<file path="config.mk">
export PLATFORM = sky130hd
export DESIGN_NAME = ppide_decoder
export DESIGN_NICKNAME = d
export VERILOG_FILES = /design/src/rtl/ppi_pkg.sv /design/src/rtl/ppi_sync.sv /design/src/rtl/ppi_prim.sv /design/src/rtl/ppi_link.sv /design/src/rtl/ppi_xfer.sv /design/src/rtl/ppide_decoder.sv
export SDC_FILE = /design/constraint.sdc
export NUM_CORES = 1
export LEC_CHECK = 0
export BUFFER_PORTS_ARGS = -buffer_cell sky130_fd_sc_hd__clkbuf_2
export CORE_UTILIZATION = 30
export CTS_CLUSTER_SIZE = 20
export DETAILED_ROUTE_END_ITERATION = 8
export HOLD_SLACK_MARGIN = 0.08
export MAX_ROUTING_LAYER = met4
export PLACE_DENSITY = 0.47
export SLEW_MARGIN = 10
export SYNTH_ARGS = -nofsm -noshare
export SYNTH_HDL_FRONTEND = slang
export SYNTH_HIERARCHICAL = 1
export SYNTH_SLANG_ARGS = --single-unit
</file>
<file path="constraint.sdc">
create_clock -name clk -period 4.91 [get_ports clk]
set_input_delay 0.7365 -clock clk [delete_from_list [all_inputs] [get_ports clk]]
set_output_delay 0.7365 -clock clk [all_outputs]
set_load 0.01 [all_outputs]
</file>
<file path="src/rtl/ppi_pkg.sv">
package ppi_pkg;
  typedef enum logic [1:0] {
    LNK_IDLE  = 2'd0,
    LNK_ARMED = 2'd1,
    LNK_UP    = 2'd2
  } lnk_e;

  localparam int DIR_BIT  = 5;
  localparam int FN_XFER  = 0;
  localparam int FN_ADDR  = 1;
  localparam int FN_CONN  = 2;
  localparam int HS_ARM   = 0;
  localparam int HS_DROP  = 7;
  localparam int BLK_ADDR = 1;
endpackage

</file>
<file path="src/rtl/ppi_sync.sv">
module ppi_sync #(
  parameter int W      = 8,
  parameter int STAGES = 2
) (
  input  logic         clk,
  input  logic         rst_n,
  input  logic [W-1:0] din,
  output logic [W-1:0] dout
);
  logic [W-1:0] stg [STAGES];

  generate
    for (genvar i = 0; i < STAGES; i++) begin : g_stage
      if (i == 0) begin : g_first
        always_ff @(posedge clk or negedge rst_n) begin
          if (!rst_n) stg[0] <= '0;
          else        stg[0] <= din;
        end
      end else begin : g_next
        always_ff @(posedge clk or negedge rst_n) begin
          if (!rst_n) stg[i] <= '0;
          else        stg[i] <= stg[i-1];
        end
      end
    end
  endgenerate

  assign dout = stg[STAGES-1];
endmodule

</file>
<file path="src/rtl/ppi_prim.sv">
module ppi_prim #(
  parameter int CW = 6
) (
  input  logic          clk,
  input  logic          rst_n,
  input  logic [CW-1:0] c,
  output logic          fn_stb,
  output logic          val_stb,
  output logic          nib_stb,
  output logic          brise,
  output logic          bfall,
  output logic          hs_stb
);
  import ppi_pkg::*;

  logic [CW-1:0] cp_q;
  logic [1:0]    cnt_q, cnt_n;
  logic          pat, up3;
  logic [3:0]    lo, lop;

  always_comb begin
    lo  = c[3:0];
    lop = cp_q[3:0];
    pat = (c[2:0] == 3'b101);
    up3 = c[3] & ~cp_q[3];

    fn_stb  = pat && up3 && (cnt_q == 2'd1);
    val_stb = (lo == 4'h7) && (lop == 4'h5);
    nib_stb = (lo == 4'h6) && (lop == 4'h4) && !c[DIR_BIT];
    brise   = c[DIR_BIT] & ~cp_q[DIR_BIT];
    bfall   = ~c[DIR_BIT] & cp_q[DIR_BIT];
    hs_stb  = (lo == 4'hC) && (lop == 4'h4);

    if (!pat)                      cnt_n = 2'd0;
    else if (up3 && cnt_q != 2'd2) cnt_n = cnt_q + 2'd1;
    else                           cnt_n = cnt_q;
  end

  always_ff @(posedge clk or negedge rst_n) begin
    if (!rst_n) begin
      cp_q  <= '0;
      cnt_q <= '0;
    end else begin
      cp_q  <= c;
      cnt_q <= cnt_n;
    end
  end
endmodule

</file>
<file path="src/rtl/ppi_link.sv">
module ppi_link #(
  parameter int DW = 8
) (
  input  logic          clk,
  input  logic          rst_n,
  input  logic          fn_stb,
  input  logic          val_stb,
  input  logic          hs_stb,
  input  logic [DW-1:0] d,
  output logic [DW-1:0] fn_code,
  output logic          link_up,
  output logic          wide
);
  import ppi_pkg::*;

  lnk_e          st_q, st_n;
  logic          wide_q, wide_n;
  logic [DW-1:0] fn_q, fn_n;
  logic [DW-1:0] prev_q, prev_n;
  logic          pv_q, pv_n;

  always_comb begin
    st_n   = st_q;
    wide_n = wide_q;
    prev_n = prev_q;
    pv_n   = pv_q;
    fn_n   = fn_stb ? d : fn_q;

    if (hs_stb && d == DW'(HS_DROP)) begin
      st_n = LNK_IDLE;
    end else if (hs_stb && d == DW'(HS_ARM)) begin
      st_n = LNK_ARMED;
      pv_n = 1'b0;
    end else if (val_stb && st_q == LNK_ARMED && fn_q == DW'(FN_CONN)) begin
      if (pv_q && prev_q == DW'(0) && d == DW'(8)) begin
        st_n   = LNK_UP;
        wide_n = 1'b0;
      end else if (pv_q && prev_q == DW'(8) && d == DW'(9)) begin
        st_n   = LNK_UP;
        wide_n = 1'b1;
      end
      pv_n   = 1'b1;
      prev_n = d;
    end
  end

  always_ff @(posedge clk or negedge rst_n) begin
    if (!rst_n) begin
      st_q   <= LNK_IDLE;
      wide_q <= 1'b0;
      fn_q   <= '0;
      prev_q <= '0;
      pv_q   <= 1'b0;
    end else begin
      st_q   <= st_n;
      wide_q <= wide_n;
      fn_q   <= fn_n;
      prev_q <= prev_n;
      pv_q   <= pv_n;
    end
  end

  assign fn_code = fn_q;
  assign link_up = (st_q == LNK_UP);
  assign wide    = wide_q;
endmodule

</file>
<file path="src/rtl/ppi_xfer.sv">
module ppi_xfer #(
  parameter int DW = 8
) (
  input  logic             clk,
  input  logic             rst_n,
  input  logic             link_up,
  input  logic             wide,
  input  logic [DW-1:0]    fn_code,
  input  logic [DW-1:0]    d,
  input  logic             dir_bit,
  input  logic             fn_stb,
  input  logic             val_stb,
  input  logic             nib_stb,
  input  logic             brise,
  input  logic             bfall,
  input  logic [DW-1:0]    rb_rdata,
  output logic [DW-3:0]    rb_addr,
  output logic             rb_cmd,
  output logic             rb_wr,
  output logic             rb_rd,
  output logic [DW-1:0]    rb_wdata,
  output logic [DW-1:0]    pp_data_out,
  output logic             pp_data_oe,
  output logic [DW/2-1:0]  pp_status
);
  import ppi_pkg::*;
  localparam int HW = DW / 2;

  logic [DW-1:0] addr_q, addr_n, buf_q, buf_n, wdat_q, wdat_n;
  logic          half_q, half_n, valid_q, valid_n;
  logic          ptr_q, ptr_n, hi_q, hi_n;
  logic          wr_q, wr_n, rd_q, rd_n;
  logic          blk;

  always_comb begin
    blk     = (addr_q == DW'(BLK_ADDR));
    addr_n  = addr_q;
    buf_n   = buf_q;
    wdat_n  = wdat_q;
    half_n  = half_q;
    valid_n = valid_q;
    ptr_n   = ptr_q;
    hi_n    = hi_q;
    wr_n    = 1'b0;
    rd_n    = 1'b0;

    if (!link_up) begin
      half_n  = 1'b0;
      valid_n = 1'b0;
      ptr_n   = 1'b0;
      hi_n    = 1'b0;
    end else begin
      if (fn_stb) begin
        valid_n = 1'b0;
        ptr_n   = 1'b0;
        hi_n    = 1'b0;
      end
      if (val_stb && fn_code == DW'(FN_ADDR)) begin
        addr_n  = d;
        half_n  = 1'b0;
        valid_n = 1'b0;
      end
      if (val_stb && fn_code == DW'(FN_XFER)) begin
        if (blk || half_q) begin
          wr_n   = 1'b1;
          wdat_n = d;
          half_n = 1'b0;
        end else begin
          half_n = 1'b1;
        end
      end
      if (rd_q) begin
        buf_n   = rb_rdata;
        valid_n = 1'b1;
      end
      if (!wide && nib_stb) begin
        if (!ptr_q) begin
          hi_n  = 1'b0;
          ptr_n = 1'b1;
          if (!valid_q && !rd_q) rd_n = 1'b1;
        end else begin
          hi_n  = 1'b1;
          ptr_n = 1'b0;
          if (blk) valid_n = 1'b0;
        end
      end
      if (wide && brise && !valid_q && !rd_q) rd_n = 1'b1;
      if (wide && bfall && blk) valid_n = 1'b0;
    end
  end

  always_ff @(posedge clk or negedge rst_n) begin
    if (!rst_n) begin
      addr_q  <= '0;
      buf_q   <= '0;
      wdat_q  <= '0;
      half_q  <= 1'b0;
      valid_q <= 1'b0;
      ptr_q   <= 1'b0;
      hi_q    <= 1'b0;
      wr_q    <= 1'b0;
      rd_q    <= 1'b0;
    end else begin
      addr_q  <= addr_n;
      buf_q   <= buf_n;
      wdat_q  <= wdat_n;
      half_q  <= half_n;
      valid_q <= valid_n;
      ptr_q   <= ptr_n;
      hi_q    <= hi_n;
      wr_q    <= wr_n;
      rd_q    <= rd_n;
    end
  end

  assign rb_addr     = addr_q[DW-1:2];
  assign rb_cmd      = addr_q[1];
  assign rb_wr       = wr_q;
  assign rb_rd       = rd_q;
  assign rb_wdata    = wdat_q;
  assign pp_data_out = buf_q;
  assign pp_data_oe  = link_up & wide & dir_bit;
  assign pp_status   = (link_up && !wide) ? (hi_q ? buf_q[DW-1:HW] : buf_q[HW-1:0])
                                          : '0;
endmodule

</file>
<file path="src/rtl/ppide_decoder.sv">
module ppide_decoder #(
  parameter int DATA_W      = 8,
  parameter int CTRL_W      = 6,
  parameter int SYNC_STAGES = 2
) (
  input  logic                clk,
  input  logic                rst_n,
  input  logic [DATA_W-1:0]   pp_data_in,
  input  logic [CTRL_W-1:0]   pp_ctrl,
  output logic [DATA_W-1:0]   pp_data_out,
  output logic                pp_data_oe,
  output logic [DATA_W/2-1:0] pp_status,
  output logic [DATA_W-3:0]   rb_addr,
  output logic                rb_cmd,
  output logic                rb_wr,
  output logic                rb_rd,
  output logic [DATA_W-1:0]   rb_wdata,
  input  logic [DATA_W-1:0]   rb_rdata
);
  import ppi_pkg::*;

  logic [DATA_W-1:0] d_s, fn_code;
  logic [CTRL_W-1:0] c_s;
  logic fn_stb, val_stb, nib_stb, brise, bfall, hs_stb;
  logic link_up, wide;

  ppi_sync #(.W(DATA_W), .STAGES(SYNC_STAGES)) u_dsync (
    .clk(clk), .rst_n(rst_n), .din(pp_data_in), .dout(d_s));

  ppi_sync #(.W(CTRL_W), .STAGES(SYNC_STAGES)) u_csync (
    .clk(clk), .rst_n(rst_n), .din(pp_ctrl), .dout(c_s));

  ppi_prim #(.CW(CTRL_W)) u_prim (
    .clk(clk), .rst_n(rst_n), .c(c_s),
    .fn_stb(fn_stb), .val_stb(val_stb), .nib_stb(nib_stb),
    .brise(brise), .bfall(bfall), .hs_stb(hs_stb));

  ppi_link #(.DW(DATA_W)) u_link (
    .clk(clk), .rst_n(rst_n), .fn_stb(fn_stb), .val_stb(val_stb),
    .hs_stb(hs_stb), .d(d_s), .fn_code(fn_code),
    .link_up(link_up), .wide(wide));

  ppi_xfer #(.DW(DATA_W)) u_xfer (
    .clk(clk), .rst_n(rst_n), .link_up(link_up), .wide(wide),
    .fn_code(fn_code), .d(d_s), .dir_bit(c_s[DIR_BIT]),
    .fn_stb(fn_stb), .val_stb(val_stb), .nib_stb(nib_stb),
    .brise(brise), .bfall(bfall), .rb_rdata(rb_rdata),
    .rb_addr(rb_addr), .rb_cmd(rb_cmd), .rb_wr(rb_wr), .rb_rd(rb_rd),
    .rb_wdata(rb_wdata), .pp_data_out(pp_data_out),
    .pp_data_oe(pp_data_oe), .pp_status(pp_status));
endmodule

</file>
==> impl_results.md <==
- Status: finished, final reports clean
- Die Wd: 109 um
- Nets: 301
- Via-per-instance ratio: 4.46
- Final setup vio count: 0
- RR Startpoint: u_prim/cp_q[3]$_DFF_PN0_
- Fmax: 0.356 GHz
- Ports: 54
- Finished Layout Cells: 420
- CTS tree: yes
- CP arrival: 3020 ps
- Hpwl dp: 3920 um
- Vias in the first global route: 1837
- Share of cells above drive strength 1: 43.6%
- Synthesized instance count: 235
- Placed cell count: 404
- Slew HR: 29.0%
- Die height: 109 um
- RSZ-0062 raised after global routing: no
- Root Buffer: clkbuf_16
- Total chip power: 1490 uW
- Max IR drop VDD: 0.000165 V
- CP Launch Type: flip-flop
- CTS Buffer Depth: 2
- Area grow syn2layout: 17.2%
- Gr usage total: 11.5%
- Max Cap Violations: 0
- Area of the multi-input gates: 0.00116 mm2
- HP Start: u_dsync/stg[9]$_DFF_PN0_
- Input/output buffers: 52
- WL final: 5970 um
- Critical Path RT: 5120 ps
- Reg2Reg Setup Slack: 2100 ps
- Core outline area: 0.0110 mm2
- Critical Path End Type: flip-flop
- DR DRC count: 0
- First-pass GRT wire length: 9790 um
- Final Cycle Share: 57.1%
- Via count of the routed design: 1873
- Ant diodes: 0
- Met1 WL: 3070 um
- Grt ovf: 0
- Clk_skew: 6.40 ps
- Synth Net Count: 261
- FF-to-FF End: u_xfer/rb_wdata[0]$_DFFE_PN0P_
- Crit path time final: 2810 ps
- Worst Tran Pin Value: 1070 ps
- H-Tree Depth: 3
- Warnings from Yosys: 6
- Clock transition at path regs: 60 ps
- Hold buffers post-CTS: 0
- Starting Density: 31.2%
- Iter 0 DRT Violations: 81
- WL met3: 222 um
- CTS Buf Count: 9
- First drt pass iteration count: 4
- CTS Sinks: 83
- PD cells: 371 mW/mm2
- Die area: 0.0119 mm2
- Post-CTS setup buffers: 0
- Synthesized area: 0.00343 mm2
- Hold Path Stages: 0
- Met2 WL post-DR: 2530 um
- Max Fanout on Critical Path: 8
- Slew Viols, Final: 0
- Post-CTS sizing: 0
- Syn Area/Cell: 14.6 um2
- Post-route ant nets: 0
- Register Area: 0.00208 mm2
- Final core utilization: 36.6%
- GP Congestion: 0.683
- Antenna violations before repair: 0
- LEAKAGE: 0.00190 uW
- Largest net degree at the start of global routing: 84
- Critical path class: flip-flop to flip-flop
- Worst skew pair latency: 330 ps
- Endpoints failing hold: 0
- Worst hold path class: flip-flop to flip-flop
- Rows: 38
- Worst Reg-to-Reg Cells: 6
- WL per Instance: 14.2 um
- Fillers: 1059
- Hold path endpoint: u_dsync/dout[1]$_DFF_PN0_
- Top routing layer in use: met4
- Setup TNS: 0 ps
==> cells in the final DEF, fill, tap and decap left out, drive strengths merged, types with 2 or more instances in the layout <==
cell and count:
a21oi 5, and3 2, and4b 2, bufinv 2
clkbuf 61, clkinv 3, dfrtp 83, ha 2
inv 5, mux2 40, mux2i 5, nand2 7
nand2b 2, nand3 2, nand3b 3, nand4 2
nand4bb 2, nor2 6, nor2b 8, nor3 6
nor3b 2, nor4 5, nor4b 7
==> stage by stage <==
stage | setup WS (ps) | area, um2 | hold slack [ps]
after floorplan | 2590 | 3430 | 331
after global placement | 2090 | 3690 | 332
after detailed placement | 2140 | 3690 | 335
after CTS | 2110 | 4020 | 348
after global routing | 1830 | 4020 | 354
final | 2100 | 4020 | 347
==> per-layer routing <==
layer,global-route usage (%),vias up
met2,14.7,33
li1,-,904
met4,6.66,0
met5,-,-
met1,16.6,925
met3,2.33,11
==> area by class of cell <==
class                           instances  area share, %
Clock buffer                           10           5.95
Clock inverter                          6           2.18
Inverter                                4          0.374
Multi-Input combinational cell        125           28.9
Sequential cell                        83           51.7
Tap cell                              140           4.36
Timing Repair Buffer                   52           6.54
==> worst max-delay path, cell delays in order (launching register included) <==
cell and delay, ps:
dfrtp_1 410, or3b_4 400, nor3_1 310, nor4b_1 350, nand2_1 190, nor4b_4 630, mux2_2 400
==> worst max-delay path by stage <==
stage | from | end | cells after the start
after detailed placement | u_prim/cp_q[3]$_DFF_PN0_ | u_xfer/rb_wdata[7]$_DFFE_PN0P_ | 6
final | u_prim/cp_q[3]$_DFF_PN0_ | u_xfer/rb_wdata[0]$_DFFE_PN0P_ | 6
after global routing | u_prim/cp_q[3]$_DFF_PN0_ | u_xfer/rb_wdata[0]$_DFFE_PN0P_ | 6
after floorplan | u_prim/cp_q[3]$_DFF_PN0_ | u_xfer/rb_wdata[0]$_DFFE_PN0P_ | 6
after CTS | u_prim/cp_q[3]$_DFF_PN0_ | u_xfer/rb_wdata[0]$_DFFE_PN0P_ | 6
after global placement | u_prim/cp_q[3]$_DFF_PN0_ | u_xfer/rb_wdata[5]$_DFFE_PN0P_ | 6
==> power breakdown <==
| group | internal [uW] | total [uW] | leakage (uW) | switching (uW) |
|---|---|---|---|---|
| Clock | 460 | 727 | 0.000163 | 267 |
| Sequential | 702 | 720 | 0.00107 | 17.5 |
| Combinational | 18.9 | 43.2 | 0.000665 | 24.3 |
| Total | 1180 | 1490 | 0.00190 | 309 |
==> registers in the layout, summed over array words and instances, names as in the netlist, 5 cells and up <==
| signal | count |
|---|---|
| u_xfer/rb_wdata | 8 |
| u_dsync/dout | 8 |
| u_csync/dout | 5 |
| u_prim/cp_q | 5 |
| u_link/prev_q | 8 |
| u_csync/stg | 5 |
| u_xfer/pp_data_out | 8 |
| u_link/fn_code | 8 |
| u_dsync/stg | 8 |
| u_xfer/addr_q | 8 |
No activity file was read; power rests on OpenSTA's default activity.
